$ cat config.mk
export PLATFORM = sky130hd
export DESIGN_NAME = regbus_xcvr
export DESIGN_NICKNAME = d
export VERILOG_FILES = /design/src/rtl/xcvr_pkg.sv /design/src/rtl/xcvr_ctl.sv /design/src/rtl/xcvr_rise.sv /design/src/rtl/xcvr_store.sv /design/src/rtl/xcvr_route.sv /design/src/rtl/regbus_xcvr.sv
export SDC_FILE = /design/constraint.sdc
export NUM_CORES = 1
export LEC_CHECK = 0
export BUFFER_PORTS_ARGS = -buffer_cell sky130_fd_sc_hd__buf_2
export CAP_MARGIN = 10
export CORE_UTILIZATION = 54
export CTS_BUF_LIST = sky130_fd_sc_hd__clkbuf_8
export DETAILED_ROUTE_END_ITERATION = 12
export PLACE_DENSITY_LB_ADDON = 0.25
export SLEW_MARGIN = 30
export SYNTH_ARGS = -nofsm -noshare
export SYNTH_HDL_FRONTEND = slang
export SYNTH_SLANG_ARGS = --single-unit
$ cat constraint.sdc
create_clock -name clk -period 1.33 [get_ports clk]
set_input_delay 0.133 -clock clk [delete_from_list [all_inputs] [get_ports clk]]
set_output_delay 0.133 -clock clk [all_outputs]
set_load 0.03 [all_outputs]
$ cat src/rtl/xcvr_pkg.sv
package xcvr_pkg;
  typedef struct packed {
    logic drv_a;   // A pins driven
    logic drv_b;   // B pins driven
    logic jam;     // loop request, forced to stored paths
    logic use_qa;  // B port fed from A register
    logic use_qb;  // A port fed from B register
  } path_ctl_t;
endpackage

$ cat src/rtl/xcvr_ctl.sv
module xcvr_ctl
  import xcvr_pkg::*;
(
  input  logic      oe_b,
  input  logic      oe_a_n,
  input  logic      sel_ab,
  input  logic      sel_ba,
  output path_ctl_t ctl
);
  logic both_drv;
  logic both_live;

  always_comb begin
    both_drv   = oe_b & ~oe_a_n;
    both_live  = ~sel_ab & ~sel_ba;
    ctl.drv_a  = ~oe_a_n;
    ctl.drv_b  = oe_b;
    ctl.jam    = both_drv & both_live;
    ctl.use_qa = sel_ab | ctl.jam;
    ctl.use_qb = sel_ba | ctl.jam;
  end
endmodule

$ cat src/rtl/xcvr_rise.sv
module xcvr_rise (
  input  logic clk,
  input  logic rst,
  input  logic strobe,
  output logic rise
);
  logic seen;

  always_ff @(posedge clk) begin
    if (rst) seen <= 1'b0;
    else     seen <= strobe;
  end

  assign rise = strobe & ~seen;

  // a strobe cannot produce a capture on two consecutive edges
  assert_rise_single_R5: assert property (@(posedge clk) disable iff (rst)
    rise |=> !rise);
endmodule

$ cat src/rtl/xcvr_store.sv
module xcvr_store #(
  parameter int WIDTH = 8
) (
  input  logic             clk,
  input  logic             rst,
  input  logic             load,
  input  logic [WIDTH-1:0] d,
  output logic [WIDTH-1:0] q
);
  always_ff @(posedge clk) begin
    if (rst)       q <= '0;
    else if (load) q <= d;
  end

  assert_store_load_R4: assert property (@(posedge clk) disable iff (rst)
    load |=> q == $past(d));

  assert_store_hold_R5: assert property (@(posedge clk) disable iff (rst)
    !load |=> $stable(q));
endmodule

$ cat src/rtl/xcvr_route.sv
module xcvr_route
  import xcvr_pkg::*;
#(
  parameter int WIDTH = 8
) (
  input  path_ctl_t        ctl,
  input  logic [WIDTH-1:0] a_in,
  input  logic [WIDTH-1:0] b_in,
  input  logic [WIDTH-1:0] qa,
  input  logic [WIDTH-1:0] qb,
  output logic [WIDTH-1:0] a_drv,
  output logic [WIDTH-1:0] b_drv,
  output logic [WIDTH-1:0] a_bus,
  output logic [WIDTH-1:0] b_bus
);
  // Without a loop, a live path whose source is itself driven
  // must be fed from that side's stored register.
  always_comb begin
    if (ctl.use_qb)     a_drv = qb;
    else if (ctl.drv_b) a_drv = qa;
    else                a_drv = b_in;

    if (ctl.use_qa)     b_drv = qa;
    else if (ctl.drv_a) b_drv = qb;
    else                b_drv = a_in;

    a_bus = ctl.drv_a ? a_drv : a_in;
    b_bus = ctl.drv_b ? b_drv : b_in;
  end
endmodule

$ cat src/rtl/regbus_xcvr.sv
module regbus_xcvr
  import xcvr_pkg::*;
#(
  parameter int WIDTH = 8
) (
  input  logic             clk,
  input  logic             rst,
  input  logic             oe_b,
  input  logic             oe_a_n,
  input  logic             sel_ab,
  input  logic             sel_ba,
  input  logic             cap_ab,
  input  logic             cap_ba,
  input  logic [WIDTH-1:0] a_in,
  output logic [WIDTH-1:0] a_out,
  output logic             a_oe,
  input  logic [WIDTH-1:0] b_in,
  output logic [WIDTH-1:0] b_out,
  output logic             b_oe,
  output logic             contention
);
  path_ctl_t        ctl;
  logic             load_a, load_b;
  logic [WIDTH-1:0] qa, qb, a_bus, b_bus;

  xcvr_ctl u_ctl (
    .oe_b(oe_b), .oe_a_n(oe_a_n), .sel_ab(sel_ab), .sel_ba(sel_ba), .ctl(ctl)
  );

  xcvr_rise u_rise_a (.clk(clk), .rst(rst), .strobe(cap_ab), .rise(load_a));
  xcvr_rise u_rise_b (.clk(clk), .rst(rst), .strobe(cap_ba), .rise(load_b));

  xcvr_store #(.WIDTH(WIDTH)) u_store_a (
    .clk(clk), .rst(rst), .load(load_a), .d(a_bus), .q(qa)
  );
  xcvr_store #(.WIDTH(WIDTH)) u_store_b (
    .clk(clk), .rst(rst), .load(load_b), .d(b_bus), .q(qb)
  );

  xcvr_route #(.WIDTH(WIDTH)) u_route (
    .ctl(ctl), .a_in(a_in), .b_in(b_in), .qa(qa), .qb(qb),
    .a_drv(a_out), .b_drv(b_out), .a_bus(a_bus), .b_bus(b_bus)
  );

  assign a_oe       = ctl.drv_a;
  assign b_oe       = ctl.drv_b;
  assign contention = ctl.jam;

  assert_stored_b_R3: assert property (@(posedge clk) disable iff (rst)
    (oe_b && sel_ab) |-> b_out == qa);

  assert_stored_a_R3: assert property (@(posedge clk) disable iff (rst)
    (!oe_a_n && sel_ba) |-> a_out == qb);

  assert_live_b_R2: assert property (@(posedge clk) disable iff (rst)
    (oe_b && !sel_ab && oe_a_n) |-> b_out == a_in);

  assert_live_a_R2: assert property (@(posedge clk) disable iff (rst)
    (!oe_a_n && !sel_ba && !oe_b) |-> a_out == b_in);

  assert_loop_break_R9: assert property (@(posedge clk) disable iff (rst)
    contention |-> (a_out == qb && b_out == qa && a_oe && b_oe));
endmodule

==> reports/metrics.csv <==
stage;metric;value;unit
outcome;outcome;complete, but fails checks;
outcome;violations;negative setup slack;
clocking;clk_pin_slew;70;ps
global_routing;grt_pass1_wl;7540;um
timing;setup_viol;3;
global_routing;antenna_found_initial;0;
clocking;cts_buffer_depth;2;
detailed_routing;wl_per_cell;17.2;um
detailed_routing;ant_nets;0;
setup_path;regToRegSetupSlack;160;ps
power_and_ir_drop;leakage;0.872;nW
detailed_routing;vias;1891;
timing;rsz0062_at_grt;true;
logic_synthesis;ys.warnings.count;0;
timing;relSlewSlack;69.9;%
setup_path;r2r-end;u_store_a.q[0];
floorplan;start_util;58.5;%
floorplan;dieArea;0.00294;mm^2
timing;worst_slack;-17.8;ps
detailed_routing;post_drt_via_cell_ratio;6.43;
hold_path;hold_class;in2reg;
setup_path;timing.critical_path.slowest_stage_cell;nor3b_4;
logic_synthesis;synth_compound_area_share;37.7;%
setup_path;worst_setup_path_end_kind;primary output;
cells_and_area;antenna_cells;0;
global_routing;use_met2;62.0;%
logic_synthesis;syn-cell-area;0.00148;mm^2
hold_path;worstHoldPathCells;2;
clocking;hold_buffers;0;
detailed_routing;drt_wl_total;5050;um
global_routing;grtUsageMet3;5.28;%
global_routing;met1_usage;44.3;%
timing;worstMarginPinSlew;452;ps
clocking;cts.root.buffer_cell;clkbuf_8;
timing;fin_crit;1350;ps
logic_synthesis;synth_fa_ha_area_share;0;%
setup_path;worst_ep_required_time;1200;ps
setup_path;r2r_cells;3;
setup_path;path_cells;buf_2 -> nor3b_4 -> buf_6 -> o21ai_0 -> o21ai_4 -> buf_2;
place;dp_hpwl;3400;um
cells_and_area;synthToLayoutAreaGrowth;35.2;%
setup_path;cp-start-kind;primary input;
logic_synthesis;synth_fp_nets;234;
setup_path;crit_family;buffers and inverters;
global_routing;overflow;0;
cells_and_area;multi_input_area;0.00110;mm^2
power_and_ir_drop;peakVddDrop;793;uV
clocking;cts.sinks;18;
logic_synthesis;yosys-mux-area-fraction;0;%
logic_synthesis;synth_cell_types;27;
floorplan;ios;43;
logic_synthesis;synth_top_family_by_area;compound AO/OA/AOI/OAI gates;
logic_synthesis;avgSynthCellArea;7.02;um^2
setup_path;critPathKind;in2out;
cells_and_area;final-seq-area;363;um^2
global_routing;grt_usage;36.6;%
hold_path;whs_endpoint;u_rise_b.seen;
global_routing;busiest_layer;met2;
cells_and_area;drive_above_1_share;34.8;%
logic_synthesis;synth_cells;210;
detailed_routing;drt-initial-drc-count;151;
setup_path;cp_num_buf_inv;3;
cells_and_area;num-nets-final;290;
global_routing;grt_pass1_vias;1726;
floorplan;die_h;54.3;um
place;port_buffers;42;
clocking;htree_num_levels;1;
run;maxCapViolations;0;
timing;skew;2.79;ps
setup_path;r2r_start;u_rise_a.seen;
setup_path;critical-path-max-stage-delay;320;ps
logic_synthesis;synth-seq-cells;18;
cells_and_area;post-route-util;79.1;%
place;gp_congestion;0.907;
logic_synthesis;synthSimpleGateAreaFrac;31.0;%
power_and_ir_drop;power;0.00168;W
timing;final-hold-violation-count;0;
clocking;numCtsBuffers;3;
floorplan;core-area;0.00252;mm^2
power_and_ir_drop;powerDensity;844;mW/mm^2
detailed_routing;drc;0;
timing;slew_violations;0;
clocking;cts_tree;done;
floorplan;num_rows;18;
timing;fmax;0.742;GHz
clocking;clk_latency;260;ps
logic_synthesis;synth_xor_area_share;0;%
timing;finalCritPeriodShare;101;%
floorplan;die_w;54.3;um
hold_path;hp-start;cap_ba;
timing;setup-tns-final;-30.9;ps
detailed_routing;first_pass_iters;5;
cells_and_area;nFillCells;200;
setup_path;crit_top_cell;buf_2;
logic_synthesis;ys_seq_area_share;24.4;%
setup_path;path_max_fanout;6;
global_routing;grt_start_max_net_pins;19;
setup_path;arrival;1210;ps
## repair_timing
| item | CTS | global route |
|---|---|---|
| resized for setup | 1 | 19 |
| setup endpoints to repair | 4 | 16 |
| setup buffers | 0 | 3 |
| pin swaps | 1 | 2 |
## layout by cell type, fill, tap and decap left out, types with 2 or more instances in the layout
cell type / count
a21oi_1: 29
a21oi_2: 2
a311oi_1: 14
and2_1: 8
and2b_1: 2
and3_1: 8
and3b_1: 8
buf_2: 37
buf_4: 23
buf_6: 4
clkbuf_4: 3
clkbuf_8: 3
dfxtp_1: 16
dfxtp_2: 2
nand2b_1: 2
nor2_1: 31
nor2b_1: 10
nor3b_4: 2
o21ai_0: 7
o21ai_1: 33
o21ai_4: 7
or2_4: 2
## layer usage
layer	vias to the layer above	part of all wire [%]
met3	17	12
met5	-	0
met2	147	47
li1	876	-
met1	851	39
met4	0	1.9
## cell families after synthesis
kind of cell    after synthesis
flops                        18
compound gates               96
simple gates                 77
buf+inv                      19
## cell usage after synthesis
cell	number	area, um^2
o21ai_1	38	190
nor2_1	31	116
a21oi_1	29	145
dfxtp_1	18	360
a311oi_1	14	123
nor2b_1	11	68.8
o21ai_0	10	50.1
and2_1	8	50.1
and3_1	8	50.1
and3b_1	8	70.1
buf_2	6	30.0
clkbuf_1	6	22.5
a21oi_2	2	17.5
and2b_1	2	15.0
buf_1	2	7.51
buf_4	2	15.0
buf_6	2	22.5
nand2b_1	2	12.5
nor3b_4	2	37.5
or2_1	2	12.5
a311oi_2	1	15.0
a41oi_1	1	8.76
clkinv_1	1	3.75
nand2_1	1	3.75
nor2_2	1	6.26
nor2b_4	1	13.8
o21bai_1	1	7.51
## layout make-up
type | count | area share [%]
Tap cell | 30 | 1.88
Clock buffer | 3 | 2.07
Sequential cell | 18 | 18.2
Timing Repair Buffer | 69 | 22.3
Inverter | 1 | 0.188
Multi-Input combinational cell | 173 | 55.3
## where the power goes
group	switching [W]	internal, W
sequential	0.0000510	0.000582
combinational	0.000391	0.000259
clock	0.000198	0.000202
## metrics by stage
stage                     setup WS, ps  cell area (um^2)  hold WS, ps  cells
after floorplan                   -110              1560          261    210
after global placement            36.8              1890          372    288
after detailed placement         -10.8              1890          395    288
after CTS                         8.42              1940          140    291
after global routing             -54.2              1990          137    294
final                            -17.8              1990          126    294
## flip-flops by register name, summed over array words and instances, names as in the netlist
name	count
u_rise_a.seen	1
u_store_b.q	8
u_rise_b.seen	1
u_store_a.q	8
## worst max-delay path by stage
stage,cells after the start,slack [ps],endpoint,from
final,6,-20,a_out[1],oe_a_n
after global routing,7,-50,b_out[1],oe_a_n
after CTS,6,8,a_out[0],oe_a_n
after detailed placement,6,-10,a_out[3],oe_a_n
after global placement,6,40,a_out[0],oe_b
after floorplan,5,-110,b_out[0],sel_ba
Power figures use the tool's default switching activity.
